===== config.mk =====
export PLATFORM = sky130hd
export DESIGN_NAME = rtc_irq_ctrl
export DESIGN_NICKNAME = d
export VERILOG_FILES = /design/src/rtl/rtc_irq_pkg.sv /design/src/rtl/rtc_irq_ctrl_reg.sv /design/src/rtl/rtc_irq_flags.sv /design/src/rtl/rtc_irq_ctrl.sv
export SDC_FILE = /design/constraint.sdc
export NUM_CORES = 1
export LEC_CHECK = 0
export ABC_CLOCK_PERIOD_IN_PS = 1150
export BUFFER_PORTS_ARGS = -buffer_cell sky130_fd_sc_hd__buf_2
export CAP_MARGIN = 0
export CORE_ASPECT_RATIO = 1.4
export CORE_MARGIN = 5
export CORE_UTILIZATION = 27
export DETAILED_ROUTE_END_ITERATION = 8
export PLACE_DENSITY = 0.57
export SLEW_MARGIN = 5
export SYNTH_ARGS = -nofsm -noshare
export SYNTH_HDL_FRONTEND = slang
export SYNTH_SLANG_ARGS = --single-unit
export TNS_END_PERCENT = 100

===== constraint.sdc =====
create_clock -name clk -period 1.15 [get_ports clk]
set_input_delay 0.23 -clock clk [delete_from_list [all_inputs] [get_ports clk]]
set_output_delay 0.23 -clock clk [all_outputs]
set_load 0.02 [all_outputs]

===== src/rtl/rtc_irq_pkg.sv =====
// Shared constants for the RTC interrupt flag controller.
// Assumes source index 0 = update-ended, 1 = alarm, 2 = periodic.
package rtc_irq_pkg;
    localparam int DATA_W     = 8;
    localparam int NUM_SRC    = 3;
    localparam int SRC_LSB    = 4;   // bit of source 0 in both registers
    localparam int MASTER_BIT = 7;   // summary bit in the status register
    localparam int SQW_BIT    = 3;   // square-wave enable in the control register
    localparam logic [DATA_W-1:0] CTRL_MASK =
        DATA_W'(((1 << NUM_SRC) - 1) << SRC_LSB) | DATA_W'(1 << SQW_BIT);
endpackage


===== src/rtl/rtc_irq_ctrl_reg.sv =====
// Control register: per-source interrupt enables and the square-wave enable.
// Assumes the write strobe is already decoded. Unimplemented bits stay zero.
module rtc_irq_ctrl_reg
    import rtc_irq_pkg::*;
(
    input  logic              clk,
    input  logic              rst_n,
    input  logic              wr_ctrl,
    input  logic [DATA_W-1:0] wdata,
    output logic [DATA_W-1:0] ctrl_q
);
    // Purpose: store the implemented control bits, clear them on reset.
    always_ff @(posedge clk) begin
        if (!rst_n)
            ctrl_q <= '0;
        else if (wr_ctrl)
            ctrl_q <= wdata & CTRL_MASK;
    end

    assert_ctrl_write_R2: assert property (@(posedge clk) disable iff (!rst_n)
        wr_ctrl |=> (ctrl_q == ($past(wdata) & CTRL_MASK)));
    assert_ctrl_reset_R1: assert property (@(posedge clk)
        !rst_n |=> (ctrl_q == '0));
endmodule


===== src/rtl/rtc_irq_flags.sv =====
// Event flags: one sticky flag per source, set by its pulse, cleared by a status read.
// Assumes clr is a one-cycle strobe. A same-cycle event wins over the clear.
module rtc_irq_flags
    import rtc_irq_pkg::*;
(
    input  logic               clk,
    input  logic               rst_n,
    input  logic [NUM_SRC-1:0] evt,
    input  logic               clr,
    output logic [NUM_SRC-1:0] flag_q
);
    for (genvar i = 0; i < NUM_SRC; i++) begin : g_src
        // Purpose: keep the flag sticky, drop it on clear unless a new event arrives.
        always_ff @(posedge clk) begin
            if (!rst_n)
                flag_q[i] <= 1'b0;
            else
                flag_q[i] <= (flag_q[i] & ~clr) | evt[i];
        end

        assert_flag_set_R3: assert property (@(posedge clk) disable iff (!rst_n)
            evt[i] |=> flag_q[i]);
        assert_flag_hold_R9: assert property (@(posedge clk) disable iff (!rst_n)
            (flag_q[i] && !clr) |=> flag_q[i]);
        assert_flag_keep_R7: assert property (@(posedge clk) disable iff (!rst_n)
            (clr && evt[i]) |=> flag_q[i]);
    end
endmodule


===== src/rtl/rtc_irq_ctrl.sv =====
// Top level: address decode, registered read port, summary bit and interrupt request.
// Assumes single-cycle rd_en/wr_en strobes and one-cycle event pulses.
// irq_oe models an open-drain output: 1 pulls the line low, 0 releases it.
module rtc_irq_ctrl
    import rtc_irq_pkg::*;
#(
    parameter int                ADDR_W    = 2,
    parameter logic [ADDR_W-1:0] CTRL_ADDR = 1,
    parameter logic [ADDR_W-1:0] STAT_ADDR = 2
) (
    input  logic              clk,
    input  logic              rst_n,
    input  logic              rd_en,
    input  logic              wr_en,
    input  logic [ADDR_W-1:0] addr,
    input  logic [DATA_W-1:0] wdata,
    output logic [DATA_W-1:0] rdata,
    input  logic              evt_periodic,
    input  logic              evt_alarm,
    input  logic              evt_update,
    output logic              irq_oe,
    output logic              sqw_en
);
    logic [DATA_W-1:0]  ctrl_q;
    logic [NUM_SRC-1:0] flag_q;
    logic [NUM_SRC-1:0] evt;
    logic [NUM_SRC-1:0] src_en;
    logic [DATA_W-1:0]  status_word;
    logic               pending_any;
    logic               rd_stat;
    logic               wr_ctrl;

    assign evt     = {evt_periodic, evt_alarm, evt_update};
    assign wr_ctrl = wr_en && (addr == CTRL_ADDR);
    assign rd_stat = rd_en && (addr == STAT_ADDR);
    assign src_en  = ctrl_q[SRC_LSB +: NUM_SRC];
    assign sqw_en  = ctrl_q[SQW_BIT];

    rtc_irq_ctrl_reg u_ctrl (
        .clk     (clk),
        .rst_n   (rst_n),
        .wr_ctrl (wr_ctrl),
        .wdata   (wdata),
        .ctrl_q  (ctrl_q)
    );

    rtc_irq_flags u_flags (
        .clk    (clk),
        .rst_n  (rst_n),
        .evt    (evt),
        .clr    (rd_stat),
        .flag_q (flag_q)
    );

    // Purpose: summary of enabled pending sources, drives the request line.
    always_comb begin
        pending_any = |(flag_q & src_en);
        irq_oe      = pending_any;
    end

    // Purpose: assemble the status byte; the low nibble is fixed at zero.
    always_comb begin
        status_word                       = '0;
        status_word[SRC_LSB +: NUM_SRC]   = flag_q;
        status_word[MASTER_BIT]           = pending_any;
    end

    // Purpose: capture read data on a read strobe, hold it otherwise.
    always_ff @(posedge clk) begin
        if (!rst_n)
            rdata <= '0;
        else if (rd_en) begin
            if (addr == CTRL_ADDR)
                rdata <= ctrl_q;
            else if (addr == STAT_ADDR)
                rdata <= status_word;
            else
                rdata <= '0;
        end
    end

    assert_read_release_R6: assert property (@(posedge clk) disable iff (!rst_n)
        (rd_stat && (evt == '0)) |=> !irq_oe);
    assert_low_nibble_R8: assert property (@(posedge clk) disable iff (!rst_n)
        rd_stat |=> (rdata[3:0] == 4'h0));
    assert_master_bit_R5: assert property (@(posedge clk) disable iff (!rst_n)
        rd_stat |=> (rdata[MASTER_BIT] == $past(irq_oe)));
    assert_rdata_hold_R10: assert property (@(posedge clk) disable iff (!rst_n)
        !rd_en |=> $stable(rdata));
    assert_reset_release_R1: assert property (@(posedge clk)
        !rst_n |=> (!irq_oe && (rdata == '0)));
endmodule


# After elaboration in Yosys (flattened, before gate mapping)
# Cells that the tools add are included.
# W data, S select, Z words.
[word_totals]
input_bits = 17
latch_bits = 0
output_inout_bits = 10
ff_bits = 15
ram_bits = 0
rom_bits = 0
n_memories = 0
[op_classes]
reduce_logical = 3
multipliers = 0
n_div = 0
muxes = 2
eq_ne = 2
n_addsub = 0
n_shift = 0
n_lt_le_gt_ge = 0
bitwise = 8
[ops]
columns = ["op", "count"]
rows = [
  ["$mux W8", 2],
  ["$and A1 B1 Y1", 3],
  ["$and A3 B3 Y3", 1],
  ["$or A1 B1 Y1", 3],
  ["$reduce_or A3 Y1", 1],
  ["$eq A2 B1 Y1 const B", 1],
  ["$eq A2 B2 Y1 const B", 1],
  ["$logic_and A1 B1 Y1", 2],
  ["$not A1 Y1", 1],
]

# Longest topological paths before layout
[depth]
word_depth = 5
depth_mapped = 4

# Hierarchy
# A second synthesis with hierarchy kept.
[unflattened]
hier_cells = 70
hier_area_um2 = 676.9
[modules_own_cells]
columns = ["module", "area_each_um2", "cells_per_inst", "seq_area_each_um2", "instances"]
rows = [
  ["rtc_irq_ctrl", 385.4, 43, 160.2, 1],
  ["rtc_irq_ctrl_reg", 190.2, 18, 80.1, 1],
  ["rtc_irq_flags", 101.3, 9, 60.1, 1],
]

# Worst setup path after synthesis
# Ideal clock, no wire load.
[synth_timing]
kind = "reg2out"
from = "register u_flags.flag_q[2]"
to = "output irq_oe"
t_required_ns = 0.920
arrival_time_ns = 0.839
stages_incl_launch_ff = 3
path_slack_ns = 0.081
path_buffers = 0
path_cell_list = "dfxtp_1 a222oi_1 inv_1"
[synth_via]
elab_chain_cells = 2
[synth_rtl]
columns = ["item", "line_no", "source"]
rows = [
  ["start: declaration", "rtc_irq_flags.sv:10", "output logic [NUM_SRC-1:0] flag_q"],
  ["start signal: indexed assignment", "rtc_irq_flags.sv:18", "flag_q[i] <= (flag_q[i] & ~clr) | evt[i];"],
  ["$and A3 B3 Y3", "rtc_irq_ctrl.sv:57", "pending_any = |(flag_q & src_en);"],
  ["$reduce_or A3 Y1", "rtc_irq_ctrl.sv:57", ""],
  ["end: declaration", "rtc_irq_ctrl.sv:21", "output logic irq_oe,"],
]
# No other way between the ends.

# Worst setup path after layout
[layout_timing]
from = "register u_ctrl.ctrl_q[6]"
to = "output irq_oe"
[layout_via]
elab_chain_cells = 2
[layout_rtl]
columns = ["item", "line_no", "source"]
rows = [
  ["start: declaration", "rtc_irq_ctrl_reg.sv:10", "output logic [DATA_W-1:0] ctrl_q"],
  ["start signal: assignment", "rtc_irq_ctrl_reg.sv:17", "ctrl_q <= wdata & CTRL_MASK;"],
  ["$and A3 B3 Y3", "rtc_irq_ctrl.sv:57", ""],
  ["$reduce_or A3 Y1", "rtc_irq_ctrl.sv:57", ""],
]
# No other way between the ends.

==> out/qor.yml <==
end_kind: "output pin"
finalMaxSlewViolations: 0
syn_area_um2: 508
fmax_mhz: 681
ys_seq_area_frac: 0.473
p_comb_frac: 0.142
p_sw_w: 0.000225
synth_seq_cells: 12
num_io_pins: 27
die_x_um: 46.7
synth-compound-area-share: 0.239
pre_cts_ws_ns: -0.0229
synth-adder-area-share: 0
hold_path_class: "in2reg"
critical_path.max_fanout: 2
synth_cells: 58
synth_top_area_cell: "dfxtp_1"
drt_iter0_drc: 5
critical_path_class: "reg2out"
grt-ovfl-total: 0
cp-start-kind: "flip-flop"
cpPeakStageDelay_ns: 0.41
numCtsBuffers: 3
setup_violations: 2
place_congestion: 0.722
antenna_found_initial: 0
irDropWorstVdd_uv: 593
synth_top_family_by_area: "compound AO/OA/AOI/OAI gates"
pwr-share-seq: 0.486
intPower_w: 0.000687
synthSimpleGateAreaFrac: 0.195
die_y_um: 61.3
placed_area_um2: 659
crit_chain: "a222oi_1 -> inv_1 -> buf_2"
yosys-mux-area-fraction: 0
clock_path_buffers: 2
syn_to_final_growth_pct: 39.9
post_drt_wl_per_cell_um: 11.4
timing.final.ws_setup_ns: -0.318
switching_share: 0.246
port_buffers: 19
critPathArrivalTime_ns: 1.24
ant_nets: 0
power_frac_clock: 0.372
hpwl_um: 946
num_rows: 18
cp_slowest_cell: "a222oi_1"
grt.met3_usage: 0.0175
post-route-period-util: 1.28
worstPathBufferInverterCount: 2
first_global_vias: 456
cp_top_family: "compound AO/OA/AOI/OAI gates"
drt_pre_antenna_iters: 7
drv_cap: 0
failed_checks: "negative setup slack"
cts.reportedPaths.clkPinSlew_ns: 0.08
synth_xor_xnor_area_share: 0
seqCellArea_um2: 241
worstPathRequired_ns: 0.92
p_leak_nw: 0.323
viasPerCell: 4.77
drive_above_1_share: 0.395
instances_no_fill: 106
grt_usage: 0.0928
hold_violations: 0
fill_cells: 202
root_buffer: "clkbuf_4"
path_depth: 3
clock_latency_ns: 0.28
die_area_um2: 2860
tritoncts: "built"
via_count: 506
grt_pass1_wl_um: 1920
grt_use_met1: 0.0980
worstRegToRegCells: 4
n_antenna_cell: 0
whs_path_depth: 3
rsz0062_at_grt: "true"
yosysTopAreaCellShare: 0.473
stdcell_area_um2: 711
grt_start_max_net_pins: 13
avgSynthCellArea_um2: 8.76
grt-busiest-layer: "met2"
grt_use_met2: 0.169
yosys-top-cells-area: "dfxtp_1 47%, a21boi_0 7.4%, nor2b_1 6.2%"
htreeDepth: 1
fin_worst_skew_ns: 0.00134
dp.cells: 101
core_um2: 1780
yosysWarnings: 0
nets: 104
cellPowerDensity_nw_per_um2: 1280
outcome: "complete, but fails checks"
clock-sinks: 12
routed_wl_um: 1210
fin_crit_ns: 1.47
multi_input_comb_area_um2: 238
start_util: 0.286
drc: 0
synth.distinct_cells: 18
-- worst register-to-register path, delay by kind of cell, from the launching register on --
family | cells | cell delay (ns)
flip-flops | 1 | 0.33
AO/OA/AOI/OAI | 2 | 0.46
AND/OR/NAND/NOR | 1 | 0.14
buffers and inverters | 1 | 0.19
-- worst paths after layout --
kind,end,start,slack [ns]
worst max-delay path,irq_oe,u_ctrl.ctrl_q[6],-0.32
worst min-delay path,u_flags.flag_q[0],evt_update,0.19
worst max register to register,rdata[7],u_ctrl.ctrl_q[6],-0.06
worst min register to register,rdata[3],rdata[3],0.47
-- cell usage in the layout (no fill, tap or decap), types with 4 or more instances in the layout --
| master | synthesis | routed |
|---|---|---|
| buf_2 | 2 | 19 |
| dfxtp_1 | 12 | 11 |
| buf_4 | 3 | 9 |
| a21oi_1 | 6 | 6 |
| nor2b_1 | 5 | 5 |
| nand3_1 | 5 | 5 |
| a21boi_0 | 5 | 5 |
| nand2_1 | 4 | 4 |
-- cell type report --
type / instances / area share
clock buffers: 4 / 0.0511
well taps: 20 / 0.0352
flip-flops and latches: 12 / 0.340
inverters: 2 / 0.0106
repair buffers: 28 / 0.229
multi-input cells: 40 / 0.335
-- stage by stage --
step	setup TNS [ns]	hold slack (ns)	utilization	total power, W
after floorplan	0	0.369	-	0.000525
after detailed placement	-0.0229	0.470	0.371	0.000579
after CTS	-0.410	0.194	0.395	0.000911
after global routing	-0.558	0.205	0.399	0.000949
final	-0.375	0.187	0.399	0.000912
after global placement	-0.00757	0.464	0.371	0.000577
-- synthesized netlist by cell type --
library cell,number
dfxtp_1,12
a21oi_1,6
a21boi_0,5
nand3_1,5
nor2b_1,5
nand2_1,4
a22oi_1,3
buf_4,3
o21ai_0,3
buf_2,2
inv_1,2
nand3b_1,2
a222oi_1,1
and2_1,1
clkbuf_1,1
conb_1,1
nand2b_1,1
o22ai_1,1
-- per-layer routing --
| layer | wire, um | up-vias | part of all wire |
|---|---|---|---|
| li1 | - | 253 | - |
| met1 | 461 | 234 | 0.38 |
| met2 | 637 | 15 | 0.53 |
| met3 | 77 | 4 | 0.064 |
| met4 | 35 | 0 | 0.029 |
| met5 | 0 | - | 0 |
-- power by group through the flow --
stage / sequential (W) / combinational (W) / clock, W
floorplan: 0.000462 / 0.0000626 / 0
global placement: 0.000452 / 0.000125 / 0
detailed placement: 0.000453 / 0.000127 / 0
CTS: 0.000443 / 0.000129 / 0.000339
global route: 0.000446 / 0.000143 / 0.000360
finish: 0.000443 / 0.000130 / 0.000339
-- repair_timing --
item                       CTS  global route
hold buffers                 0             0
resized for setup            0             2
pin swaps                    1             2
buffers inserted             1             0
setup endpoints to repair    2             2
-- flip-flops by register name (all words and copies together) (netlist names) --
| register | cells |
|---|---|
| u_ctrl.ctrl_q | 4 |
| rdata | 5 |
| u_flags.flag_q | 3 |
-- logic make-up (layout without fill, tap and decap cells) --
| group | after synthesis | in the layout |
|---|---|---|
| AOI/OAI and AO/OA | 19 | 19 |
| buffers and inverters | 8 | 34 |
| DFF | 12 | 12 |
| other | 1 | 3 |
| and+or+nand+nor | 18 | 18 |
No activity file was read; power rests on OpenSTA's default activity.
